[config.mk]
export PLATFORM = sky130hd
export DESIGN_NAME = gpio_irq_bank
export DESIGN_NICKNAME = d
export VERILOG_FILES = /design/src/rtl/gpio_irq_pkg.sv /design/src/rtl/gpio_sync2.sv /design/src/rtl/gpio_irq_detect.sv /design/src/rtl/gpio_irq_bank.sv
export SDC_FILE = /design/constraint.sdc
export NUM_CORES = 1
export LEC_CHECK = 0
export CAP_MARGIN = 0
export CELL_PAD_IN_SITES_DETAIL_PLACEMENT = 1
export CELL_PAD_IN_SITES_GLOBAL_PLACEMENT = 2
export CORE_ASPECT_RATIO = 2
export CORE_MARGIN = 2
export CORE_UTILIZATION = 28
export DETAILED_ROUTE_END_ITERATION = 8
export PLACE_DENSITY = 0.75
export SYNTH_ARGS = -nofsm -noshare
export SYNTH_HDL_FRONTEND = slang
export SYNTH_SLANG_ARGS = --single-unit
[constraint.sdc]
create_clock -name clk -period 3.8 [get_ports clk]
set_input_delay 0.76 -clock clk [delete_from_list [all_inputs] [get_ports clk]]
set_output_delay 0.76 -clock clk [all_outputs]
set_load 0.01 [all_outputs]
[src/rtl/gpio_irq_pkg.sv]
package gpio_irq_pkg;
  // interrupt configuration, packed so that bit 0 is the enable
  typedef struct packed {
    logic raw_en;     // bit 3: record triggers in status
    logic edge_mode;  // bit 2: 1 edge, 0 level
    logic pol;        // bit 1: 1 rising / high
    logic en;         // bit 0: contribute to the summary
  } icfg_t;

  typedef enum logic [1:0] {
    REG_CFG  = 2'd0,
    REG_IO   = 2'd1,
    REG_ICFG = 2'd2,
    REG_STAT = 2'd3
  } grp_reg_e;

  localparam logic [2:0] ROUTE_APPS = 3'd4;
  localparam logic [2:0] ROUTE_NONE = 3'd7;
  localparam int         OE_BIT     = 9;
  localparam int         OUT_BIT    = 1;
endpackage

[src/rtl/gpio_sync2.sv]
module gpio_sync2 #(
  parameter int W = 4
) (
  input  logic         clk,
  input  logic         rst_n,
  input  logic [W-1:0] din,
  output logic [W-1:0] dout
);
  logic [W-1:0] meta_q;

  always_ff @(posedge clk or negedge rst_n) begin
    if (!rst_n) begin
      meta_q <= '0;
      dout   <= '0;
    end else begin
      meta_q <= din;
      dout   <= meta_q;
    end
  end
endmodule

[src/rtl/gpio_irq_detect.sv]
module gpio_irq_detect
  import gpio_irq_pkg::*;
(
  input  logic  clk,
  input  logic  rst_n,
  input  logic  smp,     // synchronised pin level
  input  icfg_t cfg,
  input  logic  clr,     // write-one-to-clear strobe
  output logic  status,
  output logic  hit      // trigger registered one cycle
);
  logic prev_q;
  logic active;
  logic trig;

  always_comb begin
    active = (smp == cfg.pol);
    trig   = cfg.edge_mode ? (active && (smp != prev_q)) : active;
  end

  always_ff @(posedge clk or negedge rst_n) begin
    if (!rst_n) begin
      prev_q <= 1'b0;
      hit    <= 1'b0;
      status <= 1'b0;
    end else begin
      prev_q <= smp;
      hit    <= trig;
      if (cfg.raw_en && trig)
        status <= 1'b1;
      else if (clr)
        status <= 1'b0;
    end
  end

  AST_STATUS_SET: assert property (@(posedge clk) disable iff (!rst_n)
    (cfg.raw_en && trig) |=> status);
  AST_RAW_GATE: assert property (@(posedge clk) disable iff (!rst_n)
    !cfg.raw_en |=> !$rose(status));
  AST_CLEAR_W1C: assert property (@(posedge clk) disable iff (!rst_n)
    (clr && !(cfg.raw_en && trig)) |=> !status);
endmodule

[src/rtl/gpio_irq_bank.sv]
module gpio_irq_bank
  import gpio_irq_pkg::*;
#(
  parameter int NUM_PINS = 4,
  parameter int ADDR_W   = 16,
  parameter int GRP_BASE = 32'h1000,
  parameter int RT_BASE  = 32'h0400
) (
  input  logic                clk,
  input  logic                rst_n,
  input  logic                bus_en,
  input  logic                bus_wr,
  input  logic [ADDR_W-1:0]   bus_addr,
  input  logic [31:0]         bus_wdata,
  output logic [31:0]         bus_rdata,
  input  logic [NUM_PINS-1:0] pin_in,
  output logic [NUM_PINS-1:0] pin_out,
  output logic [NUM_PINS-1:0] pin_oe,
  output logic                irq_summary
);
  localparam int GRP_SH = 4;  // 0x10-byte stride
  localparam int RT_SH  = 2;  // 0x4-byte stride

  logic [NUM_PINS-1:0] sync_q;
  logic [NUM_PINS-1:0] grp_hit, rt_hit, clr_vec, stat_vec, hit_vec, req_vec;
  icfg_t               icfg_q  [NUM_PINS];
  logic [2:0]          route_q [NUM_PINS];
  grp_reg_e            sel;
  logic                wr_go;

  assign sel   = grp_reg_e'(bus_addr[3:2]);
  assign wr_go = bus_en && bus_wr;

  gpio_sync2 #(.W(NUM_PINS)) u_sync (
    .clk(clk), .rst_n(rst_n), .din(pin_in), .dout(sync_q)
  );

  for (genvar i = 0; i < NUM_PINS; i++) begin : g_pin
    localparam logic [ADDR_W-GRP_SH-1:0] GRP_IDX = (ADDR_W-GRP_SH)'((GRP_BASE >> GRP_SH) + i);
    localparam logic [ADDR_W-RT_SH-1:0]  RT_IDX  = (ADDR_W-RT_SH)'((RT_BASE >> RT_SH) + i);

    assign grp_hit[i] = bus_en && (bus_addr[ADDR_W-1:GRP_SH] == GRP_IDX);
    assign rt_hit[i]  = bus_en && (bus_addr[ADDR_W-1:RT_SH] == RT_IDX);
    assign clr_vec[i] = wr_go && grp_hit[i] && (sel == REG_STAT) && bus_wdata[0];

    always_ff @(posedge clk or negedge rst_n) begin
      if (!rst_n) begin
        pin_oe[i]  <= 1'b0;
        pin_out[i] <= 1'b0;
        icfg_q[i]  <= '0;
        route_q[i] <= ROUTE_NONE;
      end else if (wr_go) begin
        if (grp_hit[i]) begin
          case (sel)
            REG_CFG:  pin_oe[i]  <= bus_wdata[OE_BIT];
            REG_IO:   pin_out[i] <= bus_wdata[OUT_BIT];
            REG_ICFG: icfg_q[i]  <= icfg_t'(bus_wdata[3:0]);
            default:  ;
          endcase
        end
        if (rt_hit[i])
          route_q[i] <= bus_wdata[2:0];
      end
    end

    gpio_irq_detect u_det (
      .clk(clk), .rst_n(rst_n), .smp(sync_q[i]), .cfg(icfg_q[i]),
      .clr(clr_vec[i]), .status(stat_vec[i]), .hit(hit_vec[i])
    );

    assign req_vec[i] = icfg_q[i].en && (route_q[i] == ROUTE_APPS) &&
                        (stat_vec[i] || hit_vec[i]);

    AST_OE_WRITE: assert property (@(posedge clk) disable iff (!rst_n)
      (wr_go && grp_hit[i] && sel == REG_CFG) |=> (pin_oe[i] == $past(bus_wdata[OE_BIT])));
  end

  assign irq_summary = |req_vec;

  always_comb begin
    bus_rdata = '0;
    if (bus_en && !bus_wr) begin
      for (int i = 0; i < NUM_PINS; i++) begin
        if (grp_hit[i]) begin
          case (sel)
            REG_CFG:  bus_rdata[OE_BIT]  = pin_oe[i];
            REG_IO: begin
              bus_rdata[OUT_BIT] = pin_out[i];
              bus_rdata[0]       = sync_q[i];
            end
            REG_ICFG: bus_rdata[3:0]     = icfg_q[i];
            REG_STAT: bus_rdata[0]       = stat_vec[i];
            default:  ;
          endcase
        end
        if (rt_hit[i])
          bus_rdata[2:0] = route_q[i];
      end
    end
  end
endmodule

# Word level (Yosys, flattened, before mapping)
# Cells that the tools add are included.
[op_classes] addsub=0 n_mul=0 div=0 order_cmp=0 eq_ne=23 n_shift=0 n_mux=44 bitwise=0 reduce_logical=65
[op_table] op="14-bit by 9-bit equality test with 1-bit output (second input constant)" n=4
[op_table] op="12-bit by 9-bit equality test with 1-bit output (second input constant)" n=4
[op_table] op="1-bit logical AND" n=38
[op_table] op="3-bit AND reduction" n=12
[op_table] op="4-bit two-way mux" n=6
[op_table] op="1-bit two-way mux" n=21
[op_table] op="3-bit two-way mux" n=5
[op_table] op="3-bit equality test (second input constant)" n=4
[op_table] op="1-bit one-hot mux with 3 select lines" n=4
[op_table] op="2-bit two-way mux" n=4
[op_table] op="1-bit one-hot mux with 2 select lines" n=4
[op_table] op="2-bit AND reduction" n=4
[op_table] op="2-bit nonzero test" n=4
[op_table] op="1-bit equality test" n=4
[op_table] op="2-bit equality test (second input constant)" n=2
[op_table] op="1-bit logical OR" n=4
[op_table] op="1-bit != test" n=4
[op_table] op="4-bit OR reduction" n=1
[op_table] op="2-bit by 1-bit equality test with 1-bit output (second input constant)" n=1
[op_table] op="2-bit logical NOT" n=1
[op_table] op="1-bit logical NOT" n=1
[totals] ff_bits=56 latch_bits=0 mem_bits_rw=0 rom_bits=0 input_bits=56 out_inout_bits=41 wordCells=174 n_memories=0

# Depth between registers and ports, before layout
[depth] depth_word=16 mapped_depth=9

# By module
# From an unflattened synthesis, not the netlist that was laid out.
[hier_totals] hier_cells=279 area_unflattened_um2=3113.0
[modules_own_cells] module="gpio_irq_bank" n_inst=1 cells_per_inst=239 area_each_um2=2452.4 seq_area_each_um2=915.9
[modules_own_cells] module="gpio_irq_detect" n_inst=4 cells_per_inst=8 area_each_um2=115.1 seq_area_each_um2=75.1
[modules_own_cells] module="gpio_sync2" n_inst=1 cells_per_inst=8 area_each_um2=200.2 seq_area_each_um2=200.2

# Worst setup path before layout
# Ideal clock, no wire load.
[synth_timing] path_type="input -> output" from="input port bus_addr[9]" to="output port bus_rdata[2]" arrival_time_ns=2.549 path_slack_ns=0.491 path_stages=5 n_path_buf=0 cell_sequence="or4b_4 or4_4 o22ai_1 a222oi_1 nor4_1"
[synth_via] elab_chain_cells=16 word_cells_on_any_way=30 classes_between="eq/ne (8); mux (14); reduce/logical (8)"
[synth_lines] element="start, declared" line_no="gpio_irq_bank.sv:13" text="input logic [ADDR_W-1:0] bus_addr,"
[synth_lines] element="12-bit by 9-bit equality test with 1-bit output" line_no="gpio_irq_bank.sv:42" text="assign grp_hit[i] = bus_en && (bus_addr[ADDR_W-1:GRP_SH] == GRP_IDX);"
[synth_lines] element="1-bit logical AND" line_no="gpio_irq_bank.sv:42"
[synth_lines] element="4-bit two-way mux" line_no="gpio_irq_bank.sv:84" text="if (grp_hit[i]) begin"
[synth_lines] element="3-bit two-way mux" line_no="gpio_irq_bank.sv:96" text="if (rt_hit[i])"
[synth_lines] element="2-bit two-way mux" line_no="gpio_irq_bank.sv:85" text="case (sel)"
[synth_lines] element="4-bit two-way mux" line_no="gpio_irq_bank.sv:84"
[synth_lines] element="4-bit two-way mux" line_no="gpio_irq_bank.sv:82" text="if (bus_en && !bus_wr) begin"
[synth_lines] element="3-bit two-way mux" line_no="gpio_irq_bank.sv:96"
[synth_lines] element="3-bit two-way mux" line_no="gpio_irq_bank.sv:82"
[synth_lines] element="2-bit two-way mux" line_no="gpio_irq_bank.sv:85"
[synth_lines] element="4-bit two-way mux" line_no="gpio_irq_bank.sv:84"
[synth_lines] element="3-bit two-way mux" line_no="gpio_irq_bank.sv:96"
[synth_lines] element="2-bit two-way mux" line_no="gpio_irq_bank.sv:85"
[synth_lines] element="4-bit two-way mux" line_no="gpio_irq_bank.sv:84"
[synth_lines] element="3-bit two-way mux *" line_no="gpio_irq_bank.sv:96"
[synth_lines] element="4-bit two-way mux *" line_no="gpio_irq_bank.sv:82"
[synth_lines] element="end, declared" line_no="gpio_irq_bank.sv:15" text="output logic [31:0] bus_rdata,"
# Every way passes the cells marked *; elsewhere a longest branch is shown, timed or not. The select of a mux whose other input is x is not followed.

# Worst setup path in the final report
[layout_timing] from="input port bus_addr[14]" to="output port bus_rdata[1]"
[layout_via] elab_chain_cells=16 word_cells_on_any_way=30 classes_between="eq/ne (8); mux (14); reduce/logical (8)"
[layout_lines] element="12-bit by 9-bit equality test with 1-bit output" line_no="gpio_irq_bank.sv:42"
[layout_lines] element="1-bit logical AND" line_no="gpio_irq_bank.sv:42"
[layout_lines] element="4-bit two-way mux" line_no="gpio_irq_bank.sv:84"
[layout_lines] element="3-bit two-way mux" line_no="gpio_irq_bank.sv:96"
[layout_lines] element="1-bit one-hot mux with 2 select lines" line_no="gpio_irq_bank.sv:85"
[layout_lines] element="4-bit two-way mux" line_no="gpio_irq_bank.sv:84"
[layout_lines] element="4-bit two-way mux" line_no="gpio_irq_bank.sv:82"
[layout_lines] element="3-bit two-way mux" line_no="gpio_irq_bank.sv:96"
[layout_lines] element="3-bit two-way mux" line_no="gpio_irq_bank.sv:82"
[layout_lines] element="1-bit one-hot mux with 2 select lines" line_no="gpio_irq_bank.sv:85"
[layout_lines] element="4-bit two-way mux" line_no="gpio_irq_bank.sv:84"
[layout_lines] element="3-bit two-way mux" line_no="gpio_irq_bank.sv:96"
[layout_lines] element="1-bit one-hot mux with 2 select lines" line_no="gpio_irq_bank.sv:85"
[layout_lines] element="4-bit two-way mux" line_no="gpio_irq_bank.sv:84"
[layout_lines] element="3-bit two-way mux *" line_no="gpio_irq_bank.sv:96"
[layout_lines] element="4-bit two-way mux *" line_no="gpio_irq_bank.sv:82"
# Marks and branches as above.

==> metrics.md <==
| Metric | Value |
|---|---|
| Rows | `54` |
| Post-Synth Simple-Gate Area | `17.2%` |
| Compound-Gate Fraction of Synth Area | `13.1%` |
| Final ANT Viol Nets | `0` |
| HP Class | `reg -> reg` |
| Antenna violations before repair | `0` |
| Fillers | `1232` |
| Reg clk slew, reported paths | `70 ps` |
| Synth top cells by count | `44 x dfrtp_1, 30 x mux2_2, 28 x nand2_1` |
| DR iter-0 viols | `154` |
| Largest family of logic cells by synthesized area | `simple AND/OR/NAND/NOR gates` |
| Synth top area cells | `dfrtp_1 36%, mux2_2 11%, dfstp_2 10%, buf_4 6.6%, nand2_1 3.4%` |
| Register area share after synthesis | `45.8%` |
| Flops & latches, synth | `56` |
| Routed len/inst | `19.9 um` |
| Cell with the most instances after synthesis | `dfrtp_1` |
| Fin cells | `529` |
| Grt total ovfl | `0` |
| Routed WL | `10.5 mm` |
| Slowest Stage Delay on Critical Path | `550 ps` |
| Synthesized cell area | `0.00309 mm^2` |
| # DRC | `0` |
| Final worst path period share | `98.5%` |
| Multi-input gate area | `0.00158 mm^2` |
| Critical path type | `in -> out` |
| Syn. warnings | `0` |
| Endpoints failing hold | `0` |
| Pre-CTS setup slack | `-633 ps` |
| Buffers added on ports | `40` |
| CTS Hold Bufs | `0` |
| Crit. End Element | `primary output` |
| Max Cap Viol | `0` |
| Worst setup SP type | `input port` |
| Total track usage | `18.5%` |
| Crit path DAT | `2980 ps` |
| Worst-margin pin slew | `779 ps` |
| Drt pass-1 iters | `5` |
| Chip width | `78.3 um` |
| Tmin final | `3740 ps` |
| Hold_sp | `u_sync.meta_q[0]` |
| Syn-to-layout area delta | `37.1%` |
| Finished Core Util | `39.2%` |
| HPWL after DPL | `8.27 mm` |
| Worst Clk Skew | `6.29 ps` |
| Number of global-route vias before repair | `3066` |
| Static leakage | `0.00191 uW` |
| Post-synth top area cell | `dfrtp_1` |
| Crit. Startpoint | `bus_addr[14]` |
| Clk Latency, worst-skew pair | `300 ps` |
| CTS Buffer Depth | `2` |
| Chip Height | `153 um` |
| Number of flops mapped to enable cells by yosys | `0` |
| Storage element area | `0.00142 mm^2` |
| XOR/XNOR share of the synthesized area | `0%` |
| Worst path buffer plus inverter count | `4` |
| Post-synthesis mux area share | `12.5%` |
| Top cell type's share of synthesized area | `35.6%` |
| RSZ-0062 raised after global routing | `no` |
| Number of H-tree levels | `2` |
| VDD IR max | `0.000180 V` |
| Vias per cell | `5.08` |
| Critical path required time | `3040 ps` |
| Post-route setup slack | `57.6 ps` |
| Count of different cell masters after synthesis | `49` |
| Reg2reg start | `icfg_q[14]` |
| Setup_tns | `0 ps` |
| CTS tree | `done` |
| DIE AREA | `0.0120 mm^2` |
| I/O pins | `97` |
| Share of cells above drive strength 1 | `34.7%` |
| Slew Limit Fails | `0` |
| Largest fanout on the critical path | `3` |
| Status | `finished clean` |
| Final setup violation count | `0` |
| Delay-heaviest family, CP | `compound AO/OA/AOI/OAI gates` |
| Gpl congestion | `0.861` |
| Cell Chain, Critical Path | `dlygate4sd2_1 > or4_4 > buf_6 > nor4_4 > buf_4 > a32oi_1 > a222oi_1 > o32ai_2 > buf_2` |
| Vias | `2688` |
| Post-synth ARST share | `100%` |
| PwrDens | `293 mW/mm^2` |
| Clk Tree Root Cell | `clkbuf_16` |
| Placed insts | `518` |
| Largest net degree at the start of global routing | `33` |
| Diodes inserted | `0` |
| Critical-path top delay cell | `or4_4` |
| First-pass GRT wire length | `16.8 mm` |
| Syn_area_per_cell | `10.4 um^2` |
| Synth Area in Adders | `2.02%` |
| Nets | `449` |
| Core Region | `0.0108 mm^2` |
| Top_reg_cell synth | `dfrtp_1` |
| Power Total | `1240 uW` |
| Syn Inst Count | `297` |
| Relative slew slack | `48.1%` |
| Starting density of the core | `28.6%` |
| CTS Buf Count | `5` |
| Fmax | `0.267 GHz` |
| Clock sink count | `56` |
| R2r setup slk | `2700 ps` |
==> routing by layer <==
| layer | up-vias | wire, um | track usage, % |
|---|---|---|---|
| met4 | 0 | 495 | 11.5 |
| met5 | - | 0 | 0 |
| li1 | 1225 | - | - |
| met2 | 97 | 6000 | 35.6 |
| met1 | 1343 | 3600 | 17.9 |
| met3 | 23 | 403 | 2.13 |
==> through the flow <==
stage | cell area, um^2 | hold WS, ps
after floorplan | 3190 | 331
after global placement | 3950 | 333
after detailed placement | 3950 | 336
after CTS | 4180 | 353
after global routing | 4240 | 367
final | 4240 | 350
==> cells in the final DEF, fill, tap and decap left out, drive strengths merged, types with 11 or more instances in the layout <==
cell type,n
conb,27
clkdlybuf4s50,21
nand3,12
nand2,28
o21ai,12
mux2,32
buf,63
nor2,17
dfstp,12
dlymetal6s2s,11
dfrtp,44
==> layout make-up <==
class | count | area share (%)
Multi-Input combinational cell | 219 | 37.3
Tap cell | 140 | 4.13
Timing Repair Buffer | 99 | 21.0
Sequential cell | 56 | 33.4
Clock buffer | 6 | 3.27
Inverter | 7 | 0.619
Clock inverter | 2 | 0.324
==> state kept, by name (all words and copies together), names as in the netlist <==
| register | flops |
|---|---|
| icfg_q | 16 |
| route_q | 12 |
| g_pin.u_det.hit | 4 |
| g_pin.u_det.prev_q | 4 |
| g_pin.u_det.status | 4 |
| pin_oe | 4 |
| pin_out | 4 |
| u_sync.dout | 4 |
| u_sync.meta_q | 4 |
==> kinds of logic after synthesis <==
family,count (synthesis)
other,1
DFF,56
AOI/OAI and AO/OA,54
muxes,34
adders and majority gates,5
and+or+nand+nor,99
buffers and inverters,48
==> power breakdown <==
group / leakage, uW / switching, uW / internal, uW
registers: 0.000686 / 5.52 / 605
logic: 0.00115 / 87.0 / 64.6
clock network: 0.0000772 / 218 / 264
total: 0.00191 / 310 / 934
==> final timing paths <==
path | depth (start not counted) | end
max | 9 | bus_rdata[1]
min | 0 | u_sync.dout[0]
max reg2reg | 3 | g_pin[0].u_det.status
min reg2reg | 0 | u_sync.dout[0]
max in group asynchronous | 2 | route_q[5]
min in group asynchronous | 1 | g_pin[0].u_det.prev_q
==> what timing repair did <==
item	CTS	global route
pin swaps	11	8
buffers inserted	3	0
gates cloned	0	0
endpoints found under the setup margin	5	5
gates resized for setup	34	21
No activity file was read; power rests on OpenSTA's default activity.
